## config.mk

```make
export PLATFORM = sky130hd
export DESIGN_NAME = rdfault_sram
export DESIGN_NICKNAME = d
export VERILOG_FILES = /design/src/rtl/rfs_pkg.sv /design/src/rtl/rfs_cfg.sv /design/src/rtl/rfs_array.sv /design/src/rtl/rfs_fault.sv /design/src/rtl/rdfault_sram.sv
export SDC_FILE = /design/constraint.sdc
export NUM_CORES = 1
export LEC_CHECK = 0
export BUFFER_PORTS_ARGS = -buffer_cell sky130_fd_sc_hd__buf_2
export CAP_MARGIN = 20
export CORE_MARGIN = 1
export CORE_UTILIZATION = 30
export CTS_CLUSTER_DIAMETER = 100
export DETAILED_ROUTE_END_ITERATION = 10
export PLACE_DENSITY_LB_ADDON = 0.1
export SYNTH_ARGS = -nofsm -noshare
export SYNTH_HDL_FRONTEND = slang
export SYNTH_SLANG_ARGS = --single-unit
```

## constraint.sdc

```tcl
create_clock -name clk -period 2.4 [get_ports clk]
set_input_delay 0.24 -clock clk [delete_from_list [all_inputs] [get_ports clk]]
set_output_delay 0.24 -clock clk [all_outputs]
set_load 0.02 [all_outputs]
```

## src/rtl/rfs_pkg.sv

```systemverilog
package rfs_pkg;
    typedef enum logic [1:0] {
        LAST_NONE = 2'd0,
        LAST_WR   = 2'd1,
        LAST_RD   = 2'd2
    } last_op_e;

    localparam logic [2:0] SEL_LEAK  = 3'd0;
    localparam logic [2:0] SEL_URW   = 3'd1;
    localparam logic [2:0] SEL_URR   = 3'd2;
    localparam logic [2:0] SEL_SA    = 3'd3;
    localparam logic [2:0] SEL_BIAS  = 3'd4;
    localparam logic [2:0] SEL_ROW   = 3'd5;
endpackage

```

## src/rtl/rfs_cfg.sv

```systemverilog
module rfs_cfg #(
    parameter int ROWS = 8,
    parameter int COLS = 4,
    parameter int DW   = 8
) (
    input  logic            clk,
    input  logic            rst_n,
    input  logic            cfg_we,
    input  logic [2:0]      cfg_sel,
    input  logic [DW-1:0]   cfg_wdata,
    input  logic            mem_busy,
    output logic [COLS-1:0] leak_m,
    output logic [COLS-1:0] urw_m,
    output logic [COLS-1:0] urr_m,
    output logic [COLS-1:0] sa_m,
    output logic [COLS-1:0] sa_bias,
    output logic [ROWS-1:0] row_m
);
    import rfs_pkg::*;

    logic take;
    assign take = cfg_we && !mem_busy;

    always_ff @(posedge clk or negedge rst_n) begin
        if (!rst_n) begin
            leak_m  <= '0;
            urw_m   <= '0;
            urr_m   <= '0;
            sa_m    <= '0;
            sa_bias <= '0;
            row_m   <= '0;
        end else if (take) begin
            case (cfg_sel)
                SEL_LEAK: leak_m  <= cfg_wdata[COLS-1:0];
                SEL_URW:  urw_m   <= cfg_wdata[COLS-1:0];
                SEL_URR:  urr_m   <= cfg_wdata[COLS-1:0];
                SEL_SA:   sa_m    <= cfg_wdata[COLS-1:0];
                SEL_BIAS: sa_bias <= cfg_wdata[COLS-1:0];
                SEL_ROW:  row_m   <= cfg_wdata[ROWS-1:0];
                default: ;
            endcase
        end
    end

    p_cfg_frozen_r11: assert property (@(posedge clk) disable iff (!rst_n)
        mem_busy |=> ($stable(leak_m) && $stable(urw_m) && $stable(urr_m)
                      && $stable(sa_m) && $stable(sa_bias) && $stable(row_m)));
endmodule

```

## src/rtl/rfs_array.sv

```systemverilog
module rfs_array #(
    parameter int ROWS = 8,
    parameter int COLS = 4,
    parameter int AW   = 3,
    parameter int CW   = 4
) (
    input  logic                     clk,
    input  logic                     rst_n,
    input  logic                     en,
    input  logic                     we,
    input  logic [AW-1:0]            addr,
    input  logic [COLS-1:0]          wdata,
    output logic [COLS-1:0]          rd_word,
    output logic [COLS-1:0][CW-1:0]  ones
);
    logic [ROWS-1:0][COLS-1:0] mem_q;

    assign rd_word = mem_q[addr];

    always_ff @(posedge clk or negedge rst_n) begin
        if (!rst_n) mem_q <= '0;
        else if (en && we) mem_q[addr] <= wdata;
    end

    for (genvar c = 0; c < COLS; c++) begin : g_cnt
        always_ff @(posedge clk or negedge rst_n) begin
            if (!rst_n) ones[c] <= '0;
            else if (en && we)
                ones[c] <= ones[c] + CW'(wdata[c]) - CW'(mem_q[addr][c]);
        end

        p_ones_bound_r4: assert property (@(posedge clk) disable iff (!rst_n)
            ones[c] <= CW'(ROWS));
    end

    p_read_keeps_r3: assert property (@(posedge clk) disable iff (!rst_n)
        (en && !we) |=> $stable(mem_q));
endmodule

```

## src/rtl/rfs_fault.sv

```systemverilog
module rfs_fault #(
    parameter int ROWS = 8,
    parameter int COLS = 4,
    parameter int AW   = 3,
    parameter int CW   = 4
) (
    input  logic [COLS-1:0]          rd_word,
    input  logic [COLS-1:0][CW-1:0]  ones,
    input  logic [AW-1:0]            addr,
    input  logic                     row_hit,
    input  rfs_pkg::last_op_e        last_op,
    input  logic [AW-1:0]            last_row,
    input  logic [COLS-1:0]          last_data,
    input  logic [COLS-1:0]          leak_m,
    input  logic [COLS-1:0]          urw_m,
    input  logic [COLS-1:0]          urr_m,
    input  logic [COLS-1:0]          sa_m,
    input  logic [COLS-1:0]          sa_bias,
    output logic [COLS-1:0]          flip
);
    import rfs_pkg::*;

    logic other_row;
    assign other_row = (last_row != addr);

    for (genvar c = 0; c < COLS; c++) begin : g_col
        logic v, leak_hit, urw_hit, urr_hit, sa_hit;
        assign v        = rd_word[c];
        assign leak_hit = leak_m[c] && (v ? (ones[c] == CW'(1))
                                          : (ones[c] == CW'(ROWS - 1)));
        assign urw_hit  = urw_m[c] && (last_op == LAST_WR) && other_row
                          && (last_data[c] != v);
        assign urr_hit  = urr_m[c] && (last_op == LAST_RD) && other_row
                          && (last_data[c] != v);
        assign sa_hit   = sa_m[c] && (sa_bias[c] != v);
        assign flip[c]  = leak_hit | urw_hit | urr_hit | sa_hit | row_hit;
    end
endmodule

```

## src/rtl/rdfault_sram.sv

```systemverilog
module rdfault_sram #(
    parameter int ROWS = 8,
    parameter int COLS = 4,
    localparam int AW  = (ROWS > 1) ? $clog2(ROWS) : 1,
    localparam int DW  = (ROWS > COLS) ? ROWS : COLS
) (
    input  logic            clk,
    input  logic            rst_n,
    input  logic            mem_en,
    input  logic            mem_we,
    input  logic [AW-1:0]   mem_addr,
    input  logic [COLS-1:0] mem_wdata,
    output logic [COLS-1:0] mem_rdata,
    output logic            mem_rvalid,
    input  logic            cfg_we,
    input  logic [2:0]      cfg_sel,
    input  logic [DW-1:0]   cfg_wdata
);
    import rfs_pkg::*;

    localparam int CW = $clog2(ROWS + 1);

    logic [COLS-1:0]         leak_m, urw_m, urr_m, sa_m, sa_bias, flip, rd_word;
    logic [ROWS-1:0]         row_m;
    logic [COLS-1:0][CW-1:0] ones;
    last_op_e                last_q, last_d;
    logic [AW-1:0]           last_row;
    logic [COLS-1:0]         last_data;
    logic                    is_read;

    assign is_read = mem_en && !mem_we;

    rfs_cfg #(.ROWS(ROWS), .COLS(COLS), .DW(DW)) u_cfg (
        .clk(clk), .rst_n(rst_n), .cfg_we(cfg_we), .cfg_sel(cfg_sel),
        .cfg_wdata(cfg_wdata), .mem_busy(mem_en),
        .leak_m(leak_m), .urw_m(urw_m), .urr_m(urr_m),
        .sa_m(sa_m), .sa_bias(sa_bias), .row_m(row_m));

    rfs_array #(.ROWS(ROWS), .COLS(COLS), .AW(AW), .CW(CW)) u_arr (
        .clk(clk), .rst_n(rst_n), .en(mem_en), .we(mem_we), .addr(mem_addr),
        .wdata(mem_wdata), .rd_word(rd_word), .ones(ones));

    rfs_fault #(.ROWS(ROWS), .COLS(COLS), .AW(AW), .CW(CW)) u_flt (
        .rd_word(rd_word), .ones(ones), .addr(mem_addr),
        .row_hit(row_m[mem_addr]), .last_op(last_q), .last_row(last_row),
        .last_data(last_data), .leak_m(leak_m), .urw_m(urw_m), .urr_m(urr_m),
        .sa_m(sa_m), .sa_bias(sa_bias), .flip(flip));

    // next-state: go_idle / go_write / go_read, same from every state
    always_comb begin
        last_d = last_q;
        unique case (last_q)
            LAST_NONE, LAST_WR, LAST_RD: begin
                if (!mem_en)    last_d = LAST_NONE;
                else if (mem_we) last_d = LAST_WR;
                else             last_d = LAST_RD;
            end
            default: last_d = LAST_NONE;
        endcase
    end

    // state register with the record of the previous operation
    always_ff @(posedge clk or negedge rst_n) begin
        if (!rst_n) begin
            last_q    <= LAST_NONE;
            last_row  <= '0;
            last_data <= '0;
        end else begin
            last_q <= last_d;
            if (mem_en) begin
                last_row  <= mem_addr;
                last_data <= mem_we ? mem_wdata : rd_word;
            end
        end
    end

    // output register
    always_ff @(posedge clk or negedge rst_n) begin
        if (!rst_n) begin
            mem_rdata  <= '0;
            mem_rvalid <= 1'b0;
        end else begin
            mem_rvalid <= is_read;
            if (is_read) mem_rdata <= rd_word ^ flip;
        end
    end

    p_rvalid_set_r2: assert property (@(posedge clk) disable iff (!rst_n)
        is_read |=> mem_rvalid);
    p_rvalid_clr_r2: assert property (@(posedge clk) disable iff (!rst_n)
        !is_read |=> !mem_rvalid);
    p_idle_clears_r10: assert property (@(posedge clk) disable iff (!rst_n)
        !mem_en |=> (last_q == LAST_NONE));
    p_clean_read_r9: assert property (@(posedge clk) disable iff (!rst_n)
        (is_read && ~|{leak_m, urw_m, urr_m, sa_m, row_m})
        |=> (mem_rdata == $past(rd_word)));
endmodule

```

# After elaboration in Yosys (flattened, before gate mapping)
# Index checks and enable logic that the tools add are counted.
# W data, S select, Z words.
[word_totals] register_bits=90 in_bits=23 output_inout_bits=5 word_cells=136
[classes] addsub=8 n_lt_le_gt_ge=2 eq_ne=24 n_mux=15 bitwise_logic=17 n_reduce_logical=47
[ops] operator="$logic_and A1 B1 Y1" n=36
[ops] operator="$bwmux W32" n=1
[ops] operator="$add A4 B1 Y4" n=4
[ops] operator="$eq A4 B1 Y1 const B" n=4
[ops] operator="$eq A4 B3 Y1 const B" n=4
[ops] operator="$or A1 B1 Y1" n=16
[ops] operator="$sub A4 B1 Y4" n=4
[ops] operator="$bmux W4 S3" n=1
[ops] operator="$demux W4 S3" n=1
[ops] operator="$mux W4" n=3
[ops] operator="$reduce_and A2 Y1" n=6
[ops] operator="$ne A1 B1 Y1" n=8
[ops] operator="$eq A3 B2 Y1 const B" n=2
[ops] operator="$eq A3 B3 Y1 const B" n=2
[ops] operator="$mux W2" n=3
[ops] operator="$mux W1" n=5
[ops] operator="$lt A3 B4 Y1 const B" n=1
[ops] operator="$xor A4 B4 Y4" n=1
[ops] operator="$bmux W1 S3" n=1
[ops] operator="$eq A3 B1 Y1 const B" n=1
[ops] operator="$ge A3 B1 Y1 const B" n=1
[ops] operator="$logic_not A3 Y1" n=1
[ops] operator="$ne A3 B3 Y1" n=1
[ops] operator="$reduce_or A3 Y1" n=1
[ops] operator="4 further kinds" n=5

# Depth between registers and ports, before layout
# Gate-level depths: netlist (run 1).
[depth] word_depth=9 depth_mapped=14 mapped_depth_nobuf=11

# Modules after synthesis
# Synthesis (run 1) repeated with hierarchy kept, for this count alone.
[unflattened] cells_unflattened=405 area_unflattened_um2=4913.5
[by_module_without_submodules] mod="rfs_array" n_inst=1 cells_each=251 area_each_um2=2850.2
[by_module_without_submodules] mod="rfs_cfg" n_inst=1 cells_each=65 area_each_um2=1108.6
[by_module_without_submodules] mod="rdfault_sram" n_inst=1 cells_each=47 area_each_um2=640.6
[by_module_without_submodules] mod="rfs_fault" n_inst=1 cells_each=42 area_each_um2=314.1

# Least setup slack after synthesis (run 1)
# No wires, ideal clock.
[synth_path] path_kind="input -> register" startpoint="input mem_addr[1]" endpoint="register u_arr.ones[3] (netlist name)" setup_time_ns=0.125 arrival_time_ns=2.485 t_required_ns=2.275 slack_ns=-0.210 cell_stages=13 n_path_buf=2 path_cell_list="buf_6 > buf_6 > mux2_4 > a221o_1 > a22o_1 > ha_1 > inv_1 > ha_1 > a21o_1 > a21oi_1 > xnor2_1 > nor2_1 > xor2_1"
[synth_via] elab_chain_cells=3
[synth_rtl] item="start, declared" line_no="rdfault_sram.sv:11" text="input logic [AW-1:0] mem_addr,"
[synth_rtl] item="$bmux W4 S3" line_no="rfs_array.sv:29" text="ones[c] <= ones[c] + CW'(wdata[c]) - CW'(mem_q[addr][c]);"
[synth_rtl] item="$mux W4"
[synth_rtl] item="$sub A4 B1 Y4" line_no="rfs_array.sv:29"
[synth_rtl] item="end signal, assigned by index" line_no="rfs_array.sv:29"
[synth_rtl] item="end, declared" line_no="rfs_array.sv:14" text="output logic [COLS-1:0][CW-1:0] ones"
# Every way passes these cells. The select of a mux whose other input is x is not followed.
# A chain may end at the register's enable or synchronous reset.

# Worst setup path in the final report (run 1)
[layout_path] startpoint="register u_arr.mem_q[20] (netlist name)" endpoint="register u_arr.ones[3] (netlist name)"
[layout_via] elab_chain_cells=3
[layout_rtl] item="start, declared" line_no="rfs_array.sv:16" text="logic [ROWS-1:0][COLS-1:0] mem_q;"
[layout_rtl] item="start signal, assigned by index" line_no="rfs_array.sv:22" text="else if (en && we) mem_q[addr] <= wdata;"
[layout_rtl] item="$bmux W4 S3" line_no="rfs_array.sv:29"
[layout_rtl] item="$mux W4"
[layout_rtl] item="$sub A4 B1 Y4" line_no="rfs_array.sv:29"
# Every way passes these cells. The select of a mux whose other input is x is not followed.

==> flow_summary.toml, run 1 <==
[worst_setup_path]
crit_path_start_kind = "flop"
slowest_delay_ns = 0.37
crit_type = "flop to flop"
slowest_stage = "dfrtp_1"
crit_fanout = 2
cp.arrival_ns = 2.66
path_cells = "mux2_4, a221o_1, a22o_1, ha_4, inv_2, ha_4, a21o_1, a21oi_2, xnor2_1, nor2_1, xor2_1"
required_ns = 2.63
path_common_cell = "ha_4"
end_kind = "flop"

[power]
irDropWorstVdd_mv = 0.5456
power_density_nw_per_um2 = 978.1
p_total_w = 0.005588
p_leak_nw = 2.538

[sta]
hold_violations = 0
drv_slew = 0
fin_tns_setup_ns = -0.03279
fin_skew_ns = 0.006428
setup_ws_ns = -0.02647
rsz0062_at_grt = "yes"
slew_headroom = 0.5881
fmax_mhz = 412.1
period_minus_slack_ns = 2.426
fin_crit_sh = 1.011
setup_viol = 2
tightest_slew_ns = 0.6151

[layout]
largest_reg_flops = 32
largest-register = "u_arr.mem_q"
design_area_um2 = 5713
register_area_um2 = 2252
layoutNonFillerInstCount = 655
reg.largest.list = "u_arr.mem_q (32), u_arr.ones (16), u_cfg.row_m (8)"
n_antenna_cell = 0
fillers = 1508
drive_gt1_frac = 0.3716
area_growth_pct = 21.73
nets = 482
multi_input_area_um2 = 2367

[placement]
io_buffer_count = 27
post-place-cells = 632
place_congestion = 0.8016
place_area_um2 = 5284
dp_hpwl_um = 8183

[logic_synthesis]
synth_area_um2 = 4693
syn_nets = 426
synthFlopType = "dfrtp_1"
ys_seq_area_frac = 0.4799
async_flop_share = 1.000
synth_largest_area_cell = "dfrtp_1"
synthTopCellsByArea = "dfrtp_1, mux2_2, mux2_1"
ys_warn_count = 0
synth-edff-count = 0
synth_top_area_frac = 0.4799
syn_inst = 383
avgSynthCellArea_um2 = 12.25
synth.most_common_cell = "dfrtp_1"
synth_commonest_cells = "dfrtp_1, mux2_2, inv_1"
ys_ff_latch = 90
synth_cell_type_count = 52

[global_routing]
grt_max_degree = 51
first_global_vias = 3215
overflow = 0
grt_pass1_wl_um = 17970
grt_antenna_before_repair = 0
grt_usage = 0.1496

[routing]
vias = 3081
drt_pass1_iterations = 4
post_drt_wl_per_cell_um = 16.54
routed_wl_um = 10840
drt_iter0_drc = 83
drtAntennaViolNets = 0
drc_errors = 0
routed_via_density = 4.704

[worst_hold_path]
worstHoldPathType = "input port to flop"

[floorplanning]
fp.dieW_um = 127.1
core-area_um2 = 15260
pin_count = 28
die_h_um = 127.1
start_util = 0.3076
die_area_um2 = 16150
num_rows = 45

[status]
violations = "negative setup slack"
outcome = "finished, violations left"

[clock_network]
htree_levels = 3
clock_sinks = 90
clk-insertion-delay-late_ns = 0.35
clockBufferDepth = 2
root_buffer = "clkbuf_16"
path_clk_slew_ns = 0.06
cts_tree = "done"
cts_buffers = 9

[job]
max_cap_viol_count = 0
[final timing paths]
path	cells past startpoint	from	endpoint	slack, ns
worst min-delay path	2	cfg_wdata[7]	u_cfg.row_m[7]	0.12
min in group asynchronous	2	rst_n	u_arr.ones[13]	0.42
worst max-delay path	11	u_arr.mem_q[20]	u_arr.ones[3]	-0.03
worst min register to register	1	u_arr.ones[3]	u_arr.ones[3]	0.46
worst max register to register	11	u_arr.mem_q[20]	u_arr.ones[3]	-0.03
max in group asynchronous	3	rst_n	last_row[1]	1.31
[cells in the final DEF, fill, tap and decap left out, types with 5 or more instances in the layout]
master     instances
mux2_1            18
a21oi_1            5
xor2_1            11
dfrtp_1           90
mux2i_1            7
nand3b_1           5
buf_4             30
nor2_1            15
o21ai_1            5
nand3_1            6
or3_1              5
ha_4               5
and3b_1            5
nand2b_1           7
clkbuf_16          9
inv_2              6
ha_1              10
buf_2             25
inv_1             23
mux2_2            54
nand2_1           16
[critical path: cells and delay by family (launching register included)]
kind | cells | cell delay [ns]
AOI/OAI and AO/OA | 4 | 0.87
xor gates and xnor gates | 2 | 0.27
adders and majority gates | 2 | 0.43
buffers and inverters | 1 | 0.03
DFF | 1 | 0.37
muxes | 1 | 0.27
and+or+nand+nor | 1 | 0.06
[report_power, final]
| group | switching (W) | total, W | leakage [nW] | internal [W] |
|---|---|---|---|---|
| registers | 0.000296 | 0.00223 | 1.10 | 0.00193 |
| clock network | 0.000596 | 0.00154 | 0.160 | 0.000948 |
| logic | 0.000851 | 0.00181 | 1.28 | 0.000962 |
| total | 0.00174 | 0.00559 | 2.54 | 0.00384 |
[timing repair]
item,in CTS,in global routing
gates resized for setup,1,11
endpoints found under the setup margin,10,11
buffers inserted,1,5
hold buffers,1,0
endpoints found under the hold margin,40,0
pin swaps,7,5
[through the flow]
step                  util  setup WS (ns)  hold slack, ns
finish              0.3744       -0.02647          0.1234
detailed placement  0.3463        -0.3727          0.2709
global route        0.3744        -0.1095          0.1116
global placement    0.3463        -0.3131          0.2721
CTS                 0.3692       -0.04210          0.1088
floorplan                -        -0.1486        -0.05559
[kinds of logic after synthesis]
| kind of cell | Yosys count | share of synthesized area |
|---|---|---|
| adders and majority gates | 20 | 0.05972 |
| xor gates and xnor gates | 15 | 0.02799 |
| AOI/OAI and AO/OA | 52 | 0.08184 |
| and+or+nand+nor | 76 | 0.09118 |
| muxes | 87 | 0.2186 |
| buffers and inverters | 43 | 0.04079 |
| DFF | 90 | 0.4799 |
[layer usage]
metal  part of all wire  track usage
met5                  0            0
met4              0.012      0.04272
met3              0.032      0.04481
met2               0.47       0.2350
met1               0.48       0.1996
[layout make-up]
class | instances | area share
sequential | 90 | 0.3942
clock inverter | 5 | 0.01511
tap | 211 | 0.04621
inverter | 30 | 0.01971
timing repair buffer | 58 | 0.06789
multi-input combinational | 250 | 0.4144
clock buffer | 11 | 0.04249
No activity file was read; power rests on OpenSTA's default activity.
==> inputs of run 2 (changes only) <==
clock period = 3 ns   (was 2.4 ns; I/O delays follow)
==> flow_summary.toml, run 2 (synthesis results as in run 1) <==
[worst_setup_path]
crit_family = "adder cells"
required_ns = 3.26
reg2regPathDepth = 10
r2r_start = "u_arr.mem_q[20]"
rrSetupSlack_ns = 0.45
cp.arrival_ns = 2.81
path_cells = "mux2_4, a221o_1, a22o_1, ha_1, inv_1, ha_1, inv_1, fa_1, xor2_1, o21ai_0"
crit_path_start_kind = "flop"
critical_path_depth = 10
slowest_stage = "dfrtp_1"
reg2reg_to = "u_arr.ones[2]"
crit_fanout = 2
end_kind = "flop"
critical_path_buf_inv_count = 2
slowest_delay_ns = 0.38
crit_type = "flop to flop"

[global_routing]
grt_pass1_wl_um = 18020
overflow = 0
grt_usage = 0.1514
grt_max_degree = 47
first_global_vias = 3070
grt_antenna_before_repair = 0

[layout]
fin_util = 0.3542
drive_gt1_frac = 0.2877
area_growth_pct = 15.14
fillers = 1513
layout_commonest_cell = "dfrtp_1"
final_cell_mix = "dfrtp_1, mux2_2, inv_1"
nets = 463
largest_reg_flops = 32
largest-register = "u_arr.mem_q"
n_antenna_cell = 0
design_area_um2 = 5404
reg.largest.list = "u_arr.mem_q (32), u_arr.ones (16), u_cfg.row_m (8)"

[power]
power_density_nw_per_um2 = 770.0
p_leak_nw = 2.429
irDropWorstVdd_mv = 0.3229

[clock_network]
cts_tree = "done"
cts_setup_buffers = 0
path_clk_slew_ns = 0.06
clockBufferDepth = 2
clk-insertion-delay-late_ns = 0.35
htree_levels = 3
clock_sinks = 90
root_buffer = "clkbuf_16"
cts_buffers = 9

[sta]
fmax_mhz = 392.5
fin_crit_sh = 0.8493
fin_skew_ns = 0.006221
fin_tns_setup_ns = 0
tightest_slew_ns = 0.6801
whs_ns = 0.1915
slew_headroom = 0.5446
hold_violations = 0
rsz0062_at_grt = "no"
drv_slew = 0
setup_viol = 0
period_minus_slack_ns = 2.548

[routing]
drc_errors = 0
routed_wl_um = 11010
drtAntennaViolNets = 0
drt_iter0_drc = 166
vias = 2987
post_drt_wl_per_cell_um = 17.34
drt_pass1_iterations = 4
routed_via_density = 4.704

[floorplanning]
core-area_um2 = 15260
die_area_um2 = 16150
start_util = 0.3076
pin_count = 28
num_rows = 45
fp.dieW_um = 127.1
die_h_um = 127.1

[placement]
io_buffer_count = 27
place_congestion = 0.7304
place_area_um2 = 5099
dp_hpwl_um = 8186

[status]
outcome = "finished, final reports clean"

[worst_hold_path]
worstHoldPathType = "input port to flop"
hold_path_depth = 2
hold_start = "cfg_wdata[4]"
hold-path-endpoint = "u_cfg.row_m[4]"

[job]
max_cap_viol_count = 0
[run 2: layout make-up]
class                   count  area (µm²)  area share
well taps                 211       264.0     0.04885
multi-input cells         250        2250      0.4163
inverters                  30       112.6     0.02084
clock inverters             4       52.55    0.009724
clock buffers              11       242.7     0.04492
repair buffers             39       230.2     0.04260
flip-flops and latches     90        2252      0.4168
[run 2: routing by layer]
| metal | global-route usage | up-vias | wire length (µm) |
|---|---|---|---|
| met5 | 0 | - | 0 |
| met1 | 0.2077 | 1490 | 5353 |
| met2 | 0.2356 | 32 | 5145 |
| li1 | - | 1451 | - |
| met3 | 0.03224 | 14 | 332 |
| met4 | 0.05462 | 0 | 181 |
[run 2: worst max path at each step]
stage | start | to | slack (ns)
floorplan | mem_addr[1] | u_arr.ones[3] | 0.33
global placement | mem_addr[1] | u_arr.ones[2] | 0.21
detailed placement | mem_addr[1] | u_arr.ones[2] | 0.17
CTS | u_arr.mem_q[20] | u_arr.ones[2] | 0.42
global route | u_arr.mem_q[20] | u_arr.ones[2] | 0.28
finish | u_arr.mem_q[20] | u_arr.ones[2] | 0.45
[run 2: power by group]
group,switching (W),internal (W)
Combinational,0.000601,0.000641
Sequential,0.000233,0.00155
Clock,0.000473,0.000666
[run 2: metrics by stage]
step | setup WS, ns | std cells | power [W]
floorplan | 0.3298 | 383 | 0.002709
global placement | 0.2131 | 619 | 0.003038
detailed placement | 0.1719 | 619 | 0.003068
CTS | 0.4236 | 635 | 0.004253
global route | 0.2817 | 635 | 0.004482
finish | 0.4522 | 635 | 0.004161
[run 2: repair_timing]
| item | CTS | global route |
|---|---|---|
| resized for setup | 0 | 0 |
| hold buffers | 1 | 0 |
| endpoints found under the hold margin | 44 | 0 |
